$ cat src/rtl/pic_port_pkg.sv
package pic_port_pkg;

  typedef enum logic [1:0] {
    ST_IDLE = 2'd0,
    ST_BASE = 2'd1,
    ST_CASC = 2'd2,
    ST_MODE = 2'd3
  } init_st_t;

  typedef enum logic [2:0] {
    OP_ROT_CLR = 3'd0,
    OP_EOI     = 3'd1,
    OP_NOP     = 3'd2,
    OP_SEOI    = 3'd3,
    OP_ROT_SET = 3'd4,
    OP_REOI    = 3'd5,
    OP_PRIO    = 3'd6,
    OP_RSEOI   = 3'd7
  } op2_t;

endpackage

$ cat src/rtl/pic_cmd_decode.sv
module pic_cmd_decode
  import pic_port_pkg::*;
#(
  parameter int DW = 8
) (
  input  logic          cmd_wr,
  input  logic [DW-1:0] wdata,
  output logic          is_init,
  output logic          is_rdcmd,
  output logic          is_opcmd,
  output op2_t          op
);
  localparam int OPW = 3;

  always_comb begin
    is_init  = cmd_wr & wdata[4];
    is_rdcmd = cmd_wr & ~wdata[4] & wdata[3];
    is_opcmd = cmd_wr & ~wdata[4] & ~wdata[3];
    op       = op2_t'(wdata[DW-1 -: OPW]);
  end
endmodule

$ cat src/rtl/pic_init_seq.sv
module pic_init_seq
  import pic_port_pkg::*;
#(
  parameter int DW = 8,
  localparam int LW = $clog2(DW),
  localparam int BW = DW - LW
) (
  input  logic          clk,
  input  logic          rst,
  input  logic          is_init,
  input  logic          data_wr,
  input  logic [DW-1:0] wdata,
  output init_st_t      st,
  output logic [DW-1:0] mask,
  output logic [BW-1:0] vec_base,
  output logic          auto_eoi,
  output logic          spec_nest,
  output logic          init_p
);
  logic need_mode;

  always_ff @(posedge clk) begin
    if (rst) begin
      st        <= ST_IDLE;
      mask      <= '0;
      vec_base  <= '0;
      auto_eoi  <= 1'b0;
      spec_nest <= 1'b0;
      need_mode <= 1'b0;
      init_p    <= 1'b0;
    end else begin
      init_p <= is_init;
      if (is_init) begin
        need_mode <= wdata[0];
        mask      <= '0;
        vec_base  <= '0;
        st        <= ST_BASE;
        if (!wdata[0]) begin
          auto_eoi  <= 1'b0;
          spec_nest <= 1'b0;
        end
      end else if (data_wr) begin
        unique case (st)
          ST_IDLE: mask <= wdata;
          ST_BASE: begin
            vec_base <= wdata[DW-1:LW];
            st       <= ST_CASC;
          end
          ST_CASC: st <= need_mode ? ST_MODE : ST_IDLE;
          ST_MODE: begin
            spec_nest <= wdata[4];
            auto_eoi  <= wdata[1];
            st        <= ST_IDLE;
          end
          default: st <= ST_IDLE;
        endcase
      end
    end
  end
endmodule

$ cat src/rtl/pic_op_ctl.sv
module pic_op_ctl
  import pic_port_pkg::*;
#(
  parameter int DW = 8,
  localparam int LW = $clog2(DW)
) (
  input  logic          clk,
  input  logic          rst,
  input  logic          is_init,
  input  logic          is_rdcmd,
  input  logic          is_opcmd,
  input  op2_t          op,
  input  logic [DW-1:0] wdata,
  input  logic          poll_rd,
  input  logic          poll_hit,
  input  logic [LW-1:0] poll_line,
  input  logic [DW-1:0] trig_mode,
  output logic          poll_armed,
  output logic          read_isr,
  output logic          spec_mask,
  output logic          rot_on_aeoi,
  output logic          eoi_p,
  output logic          eoi_specific,
  output logic          eoi_rotate,
  output logic          prio_set_p,
  output logic [LW-1:0] cmd_line,
  output logic [DW-1:0] req_clr,
  output logic [DW-1:0] isr_clr
);
  logic [DW-1:0] poll_bit;
  logic          op_eoi;

  always_comb begin
    poll_bit = '0;
    if (poll_rd && poll_hit) poll_bit[poll_line] = 1'b1;
    op_eoi = is_opcmd & ((op == OP_EOI) | (op == OP_SEOI) |
                         (op == OP_REOI) | (op == OP_RSEOI));
  end

  always_ff @(posedge clk) begin
    if (rst) begin
      poll_armed   <= 1'b0;
      read_isr     <= 1'b0;
      spec_mask    <= 1'b0;
      rot_on_aeoi  <= 1'b0;
      eoi_p        <= 1'b0;
      eoi_specific <= 1'b0;
      eoi_rotate   <= 1'b0;
      prio_set_p   <= 1'b0;
      cmd_line     <= '0;
      req_clr      <= '0;
      isr_clr      <= '0;
    end else begin
      eoi_p      <= op_eoi;
      prio_set_p <= is_opcmd & (op == OP_PRIO);
      isr_clr    <= poll_bit;
      req_clr    <= poll_bit | (is_init ? ~trig_mode : '0);
      if (is_opcmd) begin
        cmd_line     <= wdata[LW-1:0];
        eoi_specific <= (op == OP_SEOI) | (op == OP_RSEOI);
        eoi_rotate   <= (op == OP_REOI) | (op == OP_RSEOI);
        if (op == OP_ROT_SET) rot_on_aeoi <= 1'b1;
        if (op == OP_ROT_CLR) rot_on_aeoi <= 1'b0;
      end
      if (is_rdcmd && wdata[2]) poll_armed <= 1'b1;
      else if (poll_rd)         poll_armed <= 1'b0;
      if (is_init) begin
        read_isr  <= 1'b0;
        spec_mask <= 1'b0;
      end else if (is_rdcmd) begin
        if (wdata[1]) read_isr  <= wdata[0];
        if (wdata[6]) spec_mask <= wdata[5];
      end
    end
  end
endmodule

$ cat src/rtl/pic_readback.sv
module pic_readback #(
  parameter int DW = 8,
  localparam int LW = $clog2(DW)
) (
  input  logic          cmd_rd,
  input  logic          data_rd,
  input  logic          trig_rd,
  input  logic          poll_armed,
  input  logic          read_isr,
  input  logic          poll_hit,
  input  logic [LW-1:0] poll_line,
  input  logic [DW-1:0] req_vec,
  input  logic [DW-1:0] isr_vec,
  input  logic [DW-1:0] mask,
  input  logic [DW-1:0] trig_mode,
  output logic [DW-1:0] rdata
);
  logic [DW-1:0] poll_val;

  always_comb begin
    poll_val = {{(DW-LW){1'b0}}, (poll_hit ? poll_line : {LW{1'b1}})};
    if (cmd_rd)
      rdata = poll_armed ? poll_val : (read_isr ? isr_vec : req_vec);
    else if (data_rd)
      rdata = poll_armed ? poll_val : mask;
    else if (trig_rd)
      rdata = trig_mode;
    else
      rdata = '0;
  end
endmodule

$ cat src/rtl/pic_port_ctl.sv
module pic_port_ctl
  import pic_port_pkg::*;
#(
  parameter int DW = 8,
  localparam int LW = $clog2(DW),
  localparam int BW = DW - LW
) (
  input  logic          clk,
  input  logic          rst,
  input  logic          cmd_wr,
  input  logic          cmd_rd,
  input  logic          data_wr,
  input  logic          data_rd,
  input  logic          trig_wr,
  input  logic          trig_rd,
  input  logic [DW-1:0] wdata,
  output logic [DW-1:0] rdata,
  input  logic [DW-1:0] req_vec,
  input  logic [DW-1:0] isr_vec,
  input  logic          poll_hit,
  input  logic [LW-1:0] poll_line,
  output logic [DW-1:0] mask,
  output logic [DW-1:0] trig_mode,
  output logic [BW-1:0] vec_base,
  output logic          auto_eoi,
  output logic          spec_nest,
  output logic          rot_on_aeoi,
  output logic          spec_mask,
  output logic          init_busy,
  output logic          init_p,
  output logic          eoi_p,
  output logic          eoi_specific,
  output logic          eoi_rotate,
  output logic          prio_set_p,
  output logic [LW-1:0] cmd_line,
  output logic [DW-1:0] req_clr,
  output logic [DW-1:0] isr_clr
);
  logic     is_init, is_rdcmd, is_opcmd;
  op2_t     op;
  init_st_t init_st;
  logic     poll_armed, read_isr, poll_rd;

  assign poll_rd   = poll_armed & (cmd_rd | data_rd);
  assign init_busy = (init_st != ST_IDLE);

  always_ff @(posedge clk) begin
    if (rst)          trig_mode <= '0;
    else if (trig_wr) trig_mode <= wdata;
  end

  pic_cmd_decode #(.DW(DW)) u_dec (
    .cmd_wr(cmd_wr), .wdata(wdata), .is_init(is_init),
    .is_rdcmd(is_rdcmd), .is_opcmd(is_opcmd), .op(op)
  );

  pic_init_seq #(.DW(DW)) u_init (
    .clk(clk), .rst(rst), .is_init(is_init), .data_wr(data_wr),
    .wdata(wdata), .st(init_st), .mask(mask), .vec_base(vec_base),
    .auto_eoi(auto_eoi), .spec_nest(spec_nest), .init_p(init_p)
  );

  pic_op_ctl #(.DW(DW)) u_op (
    .clk(clk), .rst(rst), .is_init(is_init), .is_rdcmd(is_rdcmd),
    .is_opcmd(is_opcmd), .op(op), .wdata(wdata), .poll_rd(poll_rd),
    .poll_hit(poll_hit), .poll_line(poll_line), .trig_mode(trig_mode),
    .poll_armed(poll_armed), .read_isr(read_isr), .spec_mask(spec_mask),
    .rot_on_aeoi(rot_on_aeoi), .eoi_p(eoi_p), .eoi_specific(eoi_specific),
    .eoi_rotate(eoi_rotate), .prio_set_p(prio_set_p), .cmd_line(cmd_line),
    .req_clr(req_clr), .isr_clr(isr_clr)
  );

  pic_readback #(.DW(DW)) u_rb (
    .cmd_rd(cmd_rd), .data_rd(data_rd), .trig_rd(trig_rd),
    .poll_armed(poll_armed), .read_isr(read_isr), .poll_hit(poll_hit),
    .poll_line(poll_line), .req_vec(req_vec), .isr_vec(isr_vec),
    .mask(mask), .trig_mode(trig_mode), .rdata(rdata)
  );
endmodule

$ cat config.mk
export PLATFORM = sky130hd
export DESIGN_NAME = pic_port_ctl
export DESIGN_NICKNAME = d
export VERILOG_FILES = /design/src/rtl/pic_port_pkg.sv /design/src/rtl/pic_cmd_decode.sv /design/src/rtl/pic_init_seq.sv /design/src/rtl/pic_op_ctl.sv /design/src/rtl/pic_readback.sv /design/src/rtl/pic_port_ctl.sv
export SDC_FILE = /design/constraint.sdc
export NUM_CORES = 1
export LEC_CHECK = 0
export ABC_AREA = 1
export CAP_MARGIN = 40
export CORE_MARGIN = 1.5
export CORE_UTILIZATION = 44
export DETAILED_ROUTE_END_ITERATION = 6
export PLACE_DENSITY_LB_ADDON = 0.25
export SETUP_SLACK_MARGIN = 0.02
export SKIP_CTS_REPAIR_TIMING = 1
export SLEW_MARGIN = 20
export SYNTH_ARGS = -nofsm -noshare
export SYNTH_HDL_FRONTEND = slang
export SYNTH_HIERARCHICAL = 1
export SYNTH_SLANG_ARGS = --single-unit
$ cat constraint.sdc
create_clock -name clk -period 1.66 [get_ports clk]
set_clock_uncertainty 0.1 [all_clocks]
set_input_delay 0.249 -clock clk [delete_from_list [all_inputs] [get_ports clk]]
set_output_delay 0.249 -clock clk [all_outputs]
set_load 0.01 [all_outputs]
Yosys cells after proc, flatten, opt, wreduce, memory -nomap -nowiden --
Cells that the tools add are included.
Operators by class: add/sub/neg operators 0, $mul 0, divide/modulo/power cells 0, order comparisons 2, equality and inequality tests 10, shift operators 0, muxes and demuxes 26, bitwise gates (word level) 17, reduce and logical (&&, ||, !) cells 21
Operators by type and width (number):
- 8-bit 2-to-1 mux | 8
- 1-bit 2-to-1 mux | 14
- 2-bit AND reduction | 7
- 3-bit == test, second input constant | 4
- 2-bit nonzero test | 5
- 8-bit inverter | 1
- 8-bit OR | 1
- 1-bit bitwise AND | 7
- 1-bit OR | 6
- 2-bit one-hot mux with 3 select lines | 1
- 2-bit == test, second input constant | 2
- 3-bit by 4-bit < comparator with 1-bit output, second input constant | 1
- 4-bit nonzero test | 1
- 1-bit demux with 3-bit select | 1
- 3-bit by 1-bit == test with 1-bit output, second input constant | 1
- 3-bit by 2-bit == test with 1-bit output, second input constant | 1
- 3-bit by 1-bit >= comparator with 1-bit output, second input constant | 1
- 1-bit logical AND | 3
- 3-bit zero test | 1
- 3-bit 2-to-1 mux | 1
- 3-bit AND reduction | 1
- 3-bit nonzero test | 1
- 2-bit by 1-bit == test with 1-bit output, second input constant | 1
- 2-bit zero test | 1
- 4 further kinds | 5
Storage, ports and cells: flip-flop bits (word level) 54, bits in latches 0, memory bits (writable) 0, memory bits (read-only) 0, input port bits 36, output and inout bits 58, word-level logic and storage cells 96, memories 0

Longest topological paths before layout --
depth after elaboration 6, depth in mapped cells 8

Hierarchy --
The synthesis kept the hierarchy.
Modules (own cells, without submodules):
- pic_op_ctl | times used 1, cells an instance 98, area each 943.4 sq um, sequential area each 540.5 sq um
- pic_init_seq | times used 1, cells an instance 106, area each 802.0 sq um, sequential area each 380.4 sq um
- pic_readback | times used 1, cells an instance 89, area each 396.6 sq um, sequential area each 0.0 sq um
- pic_port_ctl | times used 1, cells an instance 53, area each 355.3 sq um, sequential area each 160.2 sq um
- pic_cmd_decode | times used 1, cells an instance 10, area each 48.8 sq um, sequential area each 0.0 sq um

Worst setup path before layout --
OpenSTA, ideal clock, no wires.
path type reg2reg, start register u_init.st[0], end register u_init.st[0], library setup time 0.113 ns, data arrival time 1.076 ns, data required time 1.447 ns, slack 0.371 ns, stages on the path, launching flop included 7, path buffers 0, period minus slack after synthesis 1.289 ns, cells stage by stage dfxtp_1 inv_1 ha_1 o21ai_0 nand2_1 nand2_1 nor2_1
On the way: cells in the longest elaborated chain, start to end 4, elaborated cells between the ends (all ways) 8
RTL lines:
- start, declared | line pic_init_seq.sv:13 | output init_st_t st,
- start signal, assigned | line pic_init_seq.sv:49 | ST_CASC: st <= need_mode ? ST_MODE : ST_IDLE;
- 2-bit == test or 2-bit by 1-bit == test with 1-bit output (tied branches) | line pic_init_seq.sv:43 | unique case (st)
- 2-bit one-hot mux with 3 select lines | line pic_init_seq.sv:43
- 1-bit 2-to-1 mux | line pic_init_seq.sv:42 | end else if (data_wr) begin
- 1-bit 2-to-1 mux | line pic_init_seq.sv:33 | if (is_init) begin
Several ways; a longest one is shown, not always the timed one. The select of a mux whose other input is x is not followed. A chain may end at the register's enable or synchronous reset.

Final worst setup path --
start register u_op.poll_armed, end output rdata[7]
On the way: cells in the longest elaborated chain, start to end 3, elaborated cells between the ends (all ways) 4
RTL lines:
- start, declared | line pic_op_ctl.sv:18 | output logic poll_armed,
- start signal, assigned | line pic_op_ctl.sv:42 | poll_armed <= 1'b0;
- start signal, assigned | line pic_op_ctl.sv:65 | if (is_rdcmd && wdata[2]) poll_armed <= 1'b1;
- start signal, assigned | line pic_op_ctl.sv:66 | else if (poll_rd) poll_armed <= 1'b0;
- 8-bit 2-to-1 mux | line pic_readback.sv:25 | rdata = poll_armed ? poll_val : mask;
- 8-bit 2-to-1 mux | line pic_readback.sv:24 | else if (data_rd)
- 8-bit 2-to-1 mux * | line pic_readback.sv:22 | if (cmd_rd)
- end, declared | line pic_port_ctl.sv:17 | output logic [DW-1:0] rdata,
Every way passes the cells marked *; elsewhere a longest branch is shown, timed or not.

==> results.cfg <==
[drt]
viasPerCell = 4.70
vias = 2611
final_antenna_net_count = 0
drtPass1Iterations = 4
drt_iter0_drc = 120
drc = 0
totalWireLength_um = 7090
post_drt_wl_per_cell_um = 12.8

[grt]
gr-total-overflow = 0
grt_max_degree = 19
grt_antenna_before_repair = 0
use_met2_pct = 37.9
grt_use_met1_pct = 27.2
grt_pass1_wl_um = 10700
grt_usage_pct = 21.6
grt_util_met3_pct = 4.02
grt_pass1_vias = 2278
grt-busiest-layer = met2

[place]
gp_congestion = 0.834
pre_cts_ws_ns = -0.563
dpl.hpwl_um = 5230
portBuffers = 93
placed_cells = 539

[power_and_ir_drop]
power_density_mw_per_mm2 = 751
p_leak_uw = 0.00202
vdd_ir_drop_max_v = 0.000664

[timing]
post-route-period-util_pct = 102
worst_slew_pin_slew_ns = 0.392
fin_hold_ws_ns = 0.313
max_slew_margin_pct = 73.8
clock.fmax_mhz = 588
setup_violations = 3
fin_ws_ns = -0.0412
setup_tns_ns = -0.0783
final_hold_viol_count = 0
slew_viol_final = 0
finalCriticalPeriod_ns = 1.70
rsz0062_at_grt = true

[floorplan]
die_x_um = 79.1
rows = 27
dieHeight_um = 79.1
start_util_pct = 46.0
fp.dieArea_mm2 = 0.00625
ios = 94
coreArea_mm2 = 0.00554

[hold_path]
whs_path_depth = 4
min_path_type = in2reg

[finish]
antenna_cells = 0
drive_gt1_share_pct = 22.1
nFillCells = 455
syn2layout_area_growth_pct = 56.1
finalNonFillerCells = 556
layout.nets = 525

[setup_path]
path_cells = nor2_4 > buf_6 > o21ai_0 > o21ai_1 > buf_2
crit_slowest_cell = dfxtp_4
crit_family = flip-flops
required_ns = 1.31
crit_arrival_ns = 1.35
slowest_delay_ns = 0.40
end_kind = primary output
worst-path-buf-inv = 2
critPathKind = reg2out
reg2reg_depth = 6
critPathMaxFanout = 6
crit_cells = 5
cp-start-kind = flip-flop

[clock_tree]
cts_buffers = 5
htree_levels = 2
clock_sinks = 54
clk-insertion-delay-late_ns = 0.30
clockBufferDepth = 2
clockRootBuffer = clkbuf_8
path_clk_slew_ns = 0.10
cts_tree = done

[status]
status = finished, violations left
violations = negative setup slack

[synth]
yosysUniqueCellTypes = 28
synth_cells = 356
synth_seq_area_share_pct = 42.5
syn_area_mm2 = 0.00255
ys_ff_latch = 54
ys.warnings.count = 6
syn_nets = 398
syn_avg_cell_area_um2 = 7.15

[job]
max_cap_viol_count = 0
-- cells in the mapped netlist --
| cell type | n | area share [%] |
|---|---|---|
| o21ai_1 | 11 | 2.2 |
| nand3_1 | 13 | 2.6 |
| nand3b_2 | 1 | 0.44 |
| inv_2 | 8 | 1.2 |
| inv_1 | 32 | 4.7 |
| nor2_4 | 1 | 0.44 |
| buf_6 | 4 | 1.8 |
| or2_2 | 1 | 0.25 |
| o22ai_1 | 2 | 0.49 |
| nand3_2 | 1 | 0.39 |
| ha_1 | 6 | 2.9 |
| dfxtp_1 | 54 | 42 |
| a21oi_1 | 7 | 1.4 |
| nor2_1 | 76 | 11 |
| clkbuf_2 | 1 | 0.20 |
| nand2_1 | 87 | 13 |
| nand3_4 | 3 | 2.1 |
| nor2_8 | 1 | 0.79 |
| o21ai_0 | 20 | 3.9 |
| or2_1 | 3 | 0.74 |
| o22ai_2 | 1 | 0.49 |
| nand2_2 | 6 | 1.5 |
| buf_4 | 4 | 1.2 |
| or2_0 | 2 | 0.49 |
| nor2_2 | 3 | 0.74 |
| o21ai_2 | 5 | 1.7 |
| o21a_1 | 2 | 0.59 |
| nor3_2 | 1 | 0.39 |
-- path summary, 6_finish.rpt --
path	startpoint	endpoint	slack (ns)
max	u_op/poll_armed	rdata[7]	-0.04
min	poll_line[1]	u_op/isr_clr[7]	0.31
max reg2reg	u_init/st[0]	u_init/mask[4]	0.27
min reg2reg	u_init/need_mode	u_init/need_mode	0.37
-- layout by cell type (no fill, tap or decap), drive strengths merged --
master	instances
bufinv	1
a21oi	7
nand3b	1
clkinv	1
nand2	93
nor2	81
o21a	2
dlymetal6s2s	17
buf	43
clkbuf	6
clkdlybuf4s50	68
o22ai	3
ha	6
or2	6
dfxtp	54
nor3	1
o21ai	36
nand3	17
inv	41
-- logic make-up after synthesis --
family,after synthesis,synth area share [%]
DFF,54,42.5
and+or+nand+nor,199,34.8
AOI/OAI and AO/OA,48,10.8
adders and majority gates,6,2.95
buffers and inverters,49,9.04
-- layout make-up --
class / count / area, um^2 / area share [%]
clock inverter: 3 / 47.5 / 1.20
timing repair buffer: 129 / 1220 / 30.8
sequential: 54 / 1100 / 27.7
clock buffer: 5 / 68.8 / 1.73
multi-input combinational: 253 / 1290 / 32.4
inverter: 40 / 155 / 3.90
tap: 72 / 90.1 / 2.27
-- sequential cells by signal (all words and copies together), names as in the netlist, 2 cells and up --
register,flops
u_op/cmd_line,3
trig_mode,8
u_init/st,2
u_op/isr_clr,8
u_init/vec_base,5
u_op/req_clr,8
u_init/mask,8
-- layer usage --
| layer | wire [um] | vias up |
|---|---|---|
| li1 | - | 1358 |
| met1 | 3080 | 1166 |
| met2 | 3520 | 81 |
| met3 | 437 | 6 |
| met4 | 55 | 0 |
| met5 | 0 | - |
-- per-stage QoR --
stage | utilization, % | cell area [um^2] | total power [uW]
6_report | 71.7 | 3970 | 2990
3_3_place_gp | 66.6 | 3690 | 2090
3_5_place_dp | 66.6 | 3690 | 2100
4_1_cts | 68.7 | 3810 | 2990
2_1_floorplan | - | 2550 | 1740
5_1_grt | 71.7 | 3970 | 3130
-- power breakdown --
part | internal, uW | switching, uW | leakage (uW) | total (uW)
clock network | 457 | 434 | 0.0000587 | 891
logic | 343 | 338 | 0.00151 | 681
registers | 1360 | 50.3 | 0.000446 | 1410
-- worst register-to-register path, stage by stage, from the launching register on --
cell     delay (ns)
dfxtp_2        0.39
inv_1          0.09
ha_1           0.21
nand2_2        0.15
inv_2          0.12
o21ai_1        0.16
a21oi_1        0.06
Note: power is estimated with default switching activity, not from simulation.
